File: src/rtl/sram_strobe_pkg.sv
package sram_strobe_pkg;

  typedef enum logic [2:0] {
    PH_IDLE   = 3'd0,
    PH_READ   = 3'd1,
    PH_TURN   = 3'd2,
    PH_WSETUP = 3'd3,
    PH_WPULSE = 3'd4,
    PH_WREC   = 3'd5
  } phase_e;

  function automatic int unsigned ceil_div(input int unsigned num, input int unsigned den);
    return (num + den - 1) / den;
  endfunction

  function automatic int unsigned max2(input int unsigned a, input int unsigned b);
    return (a > b) ? a : b;
  endfunction

  // minimum write strobe width per grade (ns)
  function automatic int unsigned t_strobe_min(input int unsigned grade);
    case (grade)
      70:      return 50;
      85:      return 55;
      100:     return 60;
      120:     return 65;
      default: return 40;
    endcase
  endfunction

  // data valid before strobe rise (ns)
  function automatic int unsigned t_data_setup(input int unsigned grade);
    case (grade)
      70:      return 30;
      85:      return 35;
      100:     return 40;
      120:     return 45;
      default: return 25;
    endcase
  endfunction

  // address valid to strobe rise (ns)
  function automatic int unsigned t_addr_to_end(input int unsigned grade);
    case (grade)
      70:      return 60;
      85:      return 70;
      100:     return 80;
      120:     return 90;
      default: return 45;
    endcase
  endfunction

  function automatic int unsigned rd_cycles(input int unsigned grade, input int unsigned clk_ns,
                                            input int unsigned margin);
    return ceil_div(grade, clk_ns) + margin;
  endfunction

  function automatic int unsigned wp_cycles(input int unsigned grade, input int unsigned clk_ns,
                                            input int unsigned margin);
    int unsigned worst;
    worst = max2(max2(t_strobe_min(grade), t_data_setup(grade)), t_addr_to_end(grade));
    return ceil_div(worst, clk_ns) + margin;
  endfunction

  function automatic int unsigned rec_cycles(input int unsigned grade, input int unsigned clk_ns,
                                             input int unsigned margin);
    int unsigned wc;
    int unsigned wp;
    wc = ceil_div(grade, clk_ns) + margin;
    wp = wp_cycles(grade, clk_ns, margin);
    if (wc > wp + 2) return wc - 1 - wp;
    return 1;
  endfunction

endpackage

File: src/rtl/sram_strobe_seq.sv
module sram_strobe_seq
  import sram_strobe_pkg::*;
#(
  parameter int unsigned RD_CYC  = 12,
  parameter int unsigned WP_CYC  = 10,
  parameter int unsigned REC_CYC = 1,
  parameter int unsigned CNT_W   = 4
) (
  input  logic   clk,
  input  logic   rst_n,
  input  logic   req_valid,
  input  logic   req_write,
  output logic   req_ready,
  output logic   accept,
  output logic   rd_capture,
  output logic   rsp_pulse,
  output logic   ce_n,
  output logic   we_n,
  output logic   oe_n,
  output logic   dq_oe,
  output phase_e phase
);

  localparam logic [CNT_W-1:0] RD_LOAD  = CNT_W'(RD_CYC - 1);
  localparam logic [CNT_W-1:0] WP_LOAD  = CNT_W'(WP_CYC - 1);
  localparam logic [CNT_W-1:0] REC_LOAD = CNT_W'(REC_CYC - 1);

  phase_e           phase_q, phase_d;
  logic [CNT_W-1:0] cnt_q, cnt_d;
  logic             phase_last;
  logic             rsp_q;

  assign phase_last = (cnt_q == '0);
  assign req_ready  = (phase_q == PH_IDLE);
  assign accept     = req_ready && req_valid;
  assign rd_capture = (phase_q == PH_READ) && phase_last;

  always_comb begin
    phase_d = phase_q;
    cnt_d   = cnt_q;
    case (phase_q)
      PH_IDLE: begin
        if (accept) begin
          if (req_write) begin
            phase_d = PH_WSETUP;
            cnt_d   = '0;
          end else begin
            phase_d = PH_READ;
            cnt_d   = RD_LOAD;
          end
        end
      end
      PH_READ: begin
        if (phase_last) phase_d = PH_TURN;
        else            cnt_d   = cnt_q - 1'b1;
      end
      PH_TURN:   phase_d = PH_IDLE;
      PH_WSETUP: begin
        phase_d = PH_WPULSE;
        cnt_d   = WP_LOAD;
      end
      PH_WPULSE: begin
        if (phase_last) begin
          phase_d = PH_WREC;
          cnt_d   = REC_LOAD;
        end else begin
          cnt_d = cnt_q - 1'b1;
        end
      end
      PH_WREC: begin
        if (phase_last) phase_d = PH_IDLE;
        else            cnt_d   = cnt_q - 1'b1;
      end
      default: phase_d = PH_IDLE;
    endcase
  end

  always_ff @(posedge clk) begin
    if (!rst_n) begin
      phase_q <= PH_IDLE;
      cnt_q   <= '0;
      rsp_q   <= 1'b0;
    end else begin
      phase_q <= phase_d;
      cnt_q   <= cnt_d;
      rsp_q   <= rd_capture;
    end
  end

  assign rsp_pulse = rsp_q;
  assign phase     = phase_q;
  assign ce_n      = !((phase_q == PH_READ) || (phase_q == PH_WSETUP) ||
                       (phase_q == PH_WPULSE) || (phase_q == PH_WREC));
  assign we_n      = (phase_q != PH_WPULSE);
  assign oe_n      = (phase_q != PH_READ);
  assign dq_oe     = (phase_q == PH_WPULSE);

endmodule

File: src/rtl/sram_strobe_dp.sv
module sram_strobe_dp #(
  parameter int unsigned AW = 19,
  parameter int unsigned DW = 8
) (
  input  logic          clk,
  input  logic          rst_n,
  input  logic          accept,
  input  logic          rd_capture,
  input  logic [AW-1:0] req_addr,
  input  logic [DW-1:0] req_wdata,
  input  logic [DW-1:0] ram_dq_i,
  output logic [AW-1:0] ram_addr,
  output logic [DW-1:0] ram_dq_o,
  output logic [DW-1:0] rsp_rdata
);

  logic [AW-1:0] addr_q;
  logic [DW-1:0] wdata_q;
  logic [DW-1:0] rdata_q;

  always_ff @(posedge clk) begin
    if (!rst_n) begin
      addr_q  <= '0;
      wdata_q <= '0;
      rdata_q <= '0;
    end else begin
      if (accept) begin
        addr_q  <= req_addr;
        wdata_q <= req_wdata;
      end
      if (rd_capture) rdata_q <= ram_dq_i;
    end
  end

  assign ram_addr  = addr_q;
  assign ram_dq_o  = wdata_q;
  assign rsp_rdata = rdata_q;

endmodule

File: src/rtl/sram_strobe_ctl.sv
module sram_strobe_ctl
  import sram_strobe_pkg::*;
#(
  parameter int unsigned CLK_NS   = 5,
  parameter int unsigned GRADE_NS = 55,
  parameter int unsigned MARGIN   = 1,
  parameter int unsigned AW       = 19,
  parameter int unsigned DW       = 8
) (
  input  logic          clk,
  input  logic          rst_n,
  input  logic          req_valid,
  output logic          req_ready,
  input  logic          req_write,
  input  logic [AW-1:0] req_addr,
  input  logic [DW-1:0] req_wdata,
  output logic          rsp_valid,
  output logic [DW-1:0] rsp_rdata,
  output logic [AW-1:0] ram_addr,
  output logic          ram_ce_n,
  output logic          ram_we_n,
  output logic          ram_oe_n,
  output logic [DW-1:0] ram_dq_o,
  output logic          ram_dq_oe,
  input  logic [DW-1:0] ram_dq_i
);

  localparam int unsigned RD_CYC  = rd_cycles(GRADE_NS, CLK_NS, MARGIN);
  localparam int unsigned WP_CYC  = wp_cycles(GRADE_NS, CLK_NS, MARGIN);
  localparam int unsigned REC_CYC = rec_cycles(GRADE_NS, CLK_NS, MARGIN);
  localparam int unsigned MAX_CYC = max2(max2(RD_CYC, WP_CYC), REC_CYC);
  localparam int unsigned CNT_W   = $clog2(MAX_CYC + 1);

  logic   accept;
  logic   rd_capture;
  phase_e phase;

  sram_strobe_seq #(
    .RD_CYC (RD_CYC),
    .WP_CYC (WP_CYC),
    .REC_CYC(REC_CYC),
    .CNT_W  (CNT_W)
  ) u_seq (
    .clk       (clk),
    .rst_n     (rst_n),
    .req_valid (req_valid),
    .req_write (req_write),
    .req_ready (req_ready),
    .accept    (accept),
    .rd_capture(rd_capture),
    .rsp_pulse (rsp_valid),
    .ce_n      (ram_ce_n),
    .we_n      (ram_we_n),
    .oe_n      (ram_oe_n),
    .dq_oe     (ram_dq_oe),
    .phase     (phase)
  );

  sram_strobe_dp #(
    .AW(AW),
    .DW(DW)
  ) u_dp (
    .clk       (clk),
    .rst_n     (rst_n),
    .accept    (accept),
    .rd_capture(rd_capture),
    .req_addr  (req_addr),
    .req_wdata (req_wdata),
    .ram_dq_i  (ram_dq_i),
    .ram_addr  (ram_addr),
    .ram_dq_o  (ram_dq_o),
    .rsp_rdata (rsp_rdata)
  );

endmodule

File: config.mk
export PLATFORM = sky130hd
export DESIGN_NAME = sram_strobe_ctl
export DESIGN_NICKNAME = d
export VERILOG_FILES = /design/src/rtl/sram_strobe_pkg.sv /design/src/rtl/sram_strobe_seq.sv /design/src/rtl/sram_strobe_dp.sv /design/src/rtl/sram_strobe_ctl.sv
export SDC_FILE = /design/constraint.sdc
export NUM_CORES = 1
export LEC_CHECK = 0
export ABC_AREA = 1
export BUFFER_PORTS_ARGS = -buffer_cell sky130_fd_sc_hd__buf_4
export CAP_MARGIN = 20
export CORE_UTILIZATION = 50
export DETAILED_ROUTE_END_ITERATION = 7
export PLACE_DENSITY = 0.84
export SETUP_SLACK_MARGIN = 0.05
export SYNTH_ARGS = -nofsm -noshare
export SYNTH_HDL_FRONTEND = slang
export SYNTH_SLANG_ARGS = --single-unit
File: constraint.sdc
create_clock -name clk -period 2.58 [get_ports clk]
set_input_delay 0.258 -clock clk [delete_from_list [all_inputs] [get_ports clk]]
set_output_delay 0.258 -clock clk [all_outputs]
set_load 0.1 [all_outputs]
Word-level counts from Yosys, hierarchy flattened

Cells that the tools add are included.

Flip-flop bits (word level): 43
Output and inout port bits: 41
Logic and storage cells: 41

Add/subtract/negate cells: 1
Equality and inequality tests: 11
Multiplexer cells: 11
Reductions and logical operators: 12

Operators with widths:

| kind                | count |
|---|---|
| $mux 4              | 4 |
| $pmux 4 s4          | 1 |
| $pmux 3 s5          | 1 |
| $mux 3              | 4 |
| $eq 3x3->1 const B  | 2 |
| $ne 2x1->1 const B  | 3 |
| $logic_not 4->1     | 1 |
| $ne 2x2->1 const B  | 2 |
| $reduce_and 4->1    | 1 |
| $reduce_bool 4->1   | 1 |
| $sub 4x1->4 const B | 1 |
| $eq 3x1->1 const B  | 1 |
| $eq 3x2->1 const B  | 1 |
| $logic_not 3->1     | 1 |
| $logic_or 1x1->1    | 3 |
| $ne 3x1->1 const B  | 1 |
| $ne 3x3->1 const B  | 1 |
| $reduce_and 3->1    | 1 |
| $logic_and 1x1->1   | 2 |
| $mux 2              | 1 |
| $reduce_or 2->1     | 1 |
| $logic_not 1->1     | 1 |

Logic depth before layout (Yosys ltp)

Depth after elaboration: 5
Depth in mapped cells: 9
Mapped depth without buffers: 9

By module

From an unflattened synthesis, not the netlist that was laid out.

Cell total of the unflattened synthesis: 314
Area, all modules: 2008.2 um2

By module, submodules not included:

| module          | instances | cells each | area each (um2) | seq. area each (um2) |
|---|---|---|---|---|
| sram_strobe_dp  | 1         | 222        | 1477.7          | 700.7 |
| sram_strobe_seq | 1         | 92         | 530.5           | 160.2 |

Worst setup path before layout

OpenSTA, ideal clock, no wires.

Kind: reg2out
Start: register u_seq.phase_q[0] (netlist: u_seq.phase[0])
End: output port ram_dq_oe
Arrival time: 1.979 ns
Slack: 0.343 ns
Cell stages (with the launch flop): 4
Cell sequence: dfxtp_1 nor2_1 nand2_1 inv_1

Longest elaborated chain between the ends: 1

RTL lines:

| element                | line                  | RTL |
|---|---|---|
| from (decl)            | sram_strobe_seq.sv:28 | `phase_e phase_q, phase_d;` |
| from (signal assigned) | sram_strobe_seq.sv:84 | `phase_q <= phase_d;` |
| $eq 3x3->1             | sram_strobe_seq.sv:96 | `assign dq_oe = (phase_q == PH_WPULSE);` |
| to (decl)              | sram_strobe_ctl.sv:24 | `output logic ram_dq_oe,` |

No other way between the ends.

Worst setup path in the final report

Start: register u_seq.phase_q[2] (netlist: u_seq.phase[2])
End: output port req_ready

Longest elaborated chain between the ends: 1

RTL lines:

| element         | line                  | RTL |
|---|---|---|
| $logic_not 3->1 | sram_strobe_seq.sv:34 | `assign req_ready = (phase_q == PH_IDLE);` |
| to (decl)       | sram_strobe_ctl.sv:13 | `output logic req_ready,` |

No other way between the ends.

==> impl_metrics.toml <==
[sta]
fin_worst_skew_ns = 0.00688
fin_tns_setup_ns = 0
maxSlewHeadroom_pct = 68.3
setup_viol = 0
tightest_slew_ns = 0.475
final_max_slew_viol_count = 0
hold_viol_final = 0
fin_crit_ns = 1.86
rsz0062_at_grt = "false"
period_share_pct = 71.9
fmax_mhz = 539

[die]
io_pins = 80
dieArea_mm2 = 0.00391
floorplan.initialDensity_pct = 53.6
fp.dieH_um = 62.5
coreArea_mm2 = 0.00342
die_w_um = 62.5
row_count = 21

[global_route]
grt_pass1_wl_um = 6910
antenna_found_initial = 0
overflow = 0
grt_pass1_vias = 1619
grtUsageTotal_pct = 21.7
grt_max_degree = 32

[critical_path]
crit_fanout = 12
reg2reg_to = "u_seq.phase[1]$_SDFFE_PN0P_"
start_kind = "register"
rrSetupSlack_ns = 1.07
path_class = "register to primary output"
rr_startpoint = "u_seq.phase[2]$_SDFFE_PN0P_"
reg2reg_depth = 4
cp.required_ns = 2.32
crit_path_end_kind = "primary output"
cp.arrival_ns = 1.60

[synth]
synth_xor_area_share_pct = 0
synth_top_family_by_area = "simple AND/OR/NAND/NOR gates"
yosys_warnings = 0
synth.cell_area_mm2 = 0.00183
synth_simple_gate_area_share_pct = 32.7
synthMuxAreaShare_pct = 0
synth_nets = 281
yosysSeqAreaShare_pct = 47.0
synth_compound_area_share_pct = 11.3
ys_ff_latch = 43
synth_cell_type_count = 24
synth-adder-area-share_pct = 0.683
avgSynthCellArea_um2 = 7.60
synthCells = 241

[place]
placed_area_mm2 = 0.00241
dp_hpwl_um = 2990
gp_congestion = 0.833
dp.cells = 356
portBuffers = 79

[cells_and_area]
diodes = 0
final_layout_size_suffix_gt1_share_pct = 33.0
stdcell_area_mm2 = 0.00246
nets = 357
area_growth_pct = 34.6
post-route-util_pct = 72.2
final_cells = 364

[route]
drt_wl_total_um = 4110
drtIter0Drc = 138
dr.pass1.iters = 4
via_count = 1795
drc_errors = 0
ant_nets = 0
wl_per_cell_um = 11.3
drt-vias-per-instance = 4.93

[clock_network]
cts_max_level = 2
cts_hold_buf = 0
cts.sinks = 43
clk_latency_ns = 0.34
cts_root_buf = "clkbuf_4"
cts_tree = "done"
clk_pin_slew_ns = 0.12
cts_setup_buffers = 0
cts_resized = 0
cts_buffers = 5
clk_path_buf_depth = 2

[worst_hold_path]
hold_depth = 3
hold_start = "ram_dq_i[4]"
hold_path_class = "primary input to register"
holdPathEnd = "u_dp.rsp_rdata[4]$_SDFFE_PN0P_"

[power]
vdd_drop_max_mv = 0.915
leakage_uw = 0.00121
powerDensity_mw_per_mm2 = 1440

[flow_run]
max-cap-violations = 0

[run_status]
status = "completed"
==> cell usage in the layout, fill, tap and decap left out <==
cell,instances
a21oi_1,32
a22oi_1,1
buf_4,81
clkbuf_1,1
clkbuf_4,5
clkinv_2,1
clkinvlp_4,1
dfxtp_1,43
ha_1,1
inv_1,13
inv_2,3
inv_4,1
nand2_1,52
nand2_2,4
nand2_4,2
nand3_1,32
nand3_2,1
nand4_1,2
nor2_1,27
nor2_2,3
nor2_8,1
nor3_2,1
nor3_4,1
o21ai_0,2
o21ai_1,6
or2_0,1
==> synth_stat cells <==
cell	count	area [um2]
a21oi_1	32	160
a22oi_1	1	7.51
buf_2	3	15.0
buf_6	5	56.3
clkbuf_1	4	15.0
dfxtp_1	43	861
ha_1	1	12.5
inv_1	13	48.8
inv_2	3	11.3
inv_4	1	6.26
nand2_1	52	195
nand2_2	4	25.0
nand2_4	2	22.5
nand3_1	32	160
nand3_2	1	10.0
nand4_1	2	12.5
nor2_1	27	101
nor2_2	3	18.8
nor2_8	1	20.0
nor3_2	1	10.0
nor3_4	1	16.3
o21ai_0	2	10.0
o21ai_1	6	30.0
or2_0	1	6.26
==> logic make-up after synthesis <==
group                      after synthesis
and+or+nand+nor                        127
DFF                                     43
AOI/OAI and AO/OA                       41
buffers and inverters                   29
adders and majority gates                1
==> per-layer routing <==
layer	vias to the layer above	track usage, %	wire length [um]
met4	0	8.43	95
met1	773	25.2	1770
met5	-	0	0
li1	936	-	-
met2	73	37.5	1940
met3	13	6.02	309
==> state kept, by name (all words and copies together) (netlist names) <==
| register | flops |
|---|---|
| u_dp.ram_dq_o | 8 |
| u_seq.rsp_pulse | 1 |
| u_dp.rsp_rdata | 8 |
| u_dp.ram_addr | 19 |
| u_seq.cnt_q | 4 |
| u_seq.phase | 3 |
==> layout make-up <==
| class | count | area, um2 |
|---|---|---|
| fillers | 294 | 951 |
| flip-flops and latches | 43 | 861 |
| multi-input cells | 169 | 818 |
| repair buffers | 81 | 608 |
| inverters | 17 | 66.3 |
| well taps | 46 | 57.6 |
| clock buffers | 6 | 41.3 |
| clock inverters | 2 | 12.5 |
==> how the worst max path moves through the flow <==
stage	startpoint	slack (ns)	end
final	u_seq.phase[2]$_SDFFE_PN0P_	0.72	req_ready
after global routing	u_seq.phase[0]$_SDFFE_PN0P_	0.62	req_ready
after CTS	u_seq.phase[2]$_SDFFE_PN0P_	0.70	req_ready
after detailed placement	u_seq.phase[2]$_SDFFE_PN0P_	1.09	u_seq.phase[1]$_SDFFE_PN0P_
after global placement	u_seq.phase[2]$_SDFFE_PN0P_	1.10	u_seq.phase[1]$_SDFFE_PN0P_
after floorplan	u_seq.phase[0]$_SDFFE_PN0P_	0.34	ram_dq_oe
==> where the power goes <==
part           total [uW]  internal, uW  switching, uW
sequential            935           832            104
combinational        2300           518           1790
clock                 314           105            209
total                3550          1450           2100
==> stage by stage <==
| stage | total power, uW | hold WS (ns) | worst slack [ns] |
|---|---|---|---|
| after floorplan | 2890 | 0.386 | 0.343 |
| after global placement | 3240 | 0.449 | 1.10 |
| after detailed placement | 3260 | 0.452 | 1.09 |
| after CTS | 3580 | 0.122 | 0.695 |
| after global routing | 3760 | 0.140 | 0.623 |
| final | 3550 | 0.130 | 0.724 |
==> worst max-delay path, stage by stage, from the launching register on <==
cell	delay, ns
dfxtp_1	0.40
nor3_4	0.47
buf_4	0.38
No activity file was read; power rests on OpenSTA's default activity.
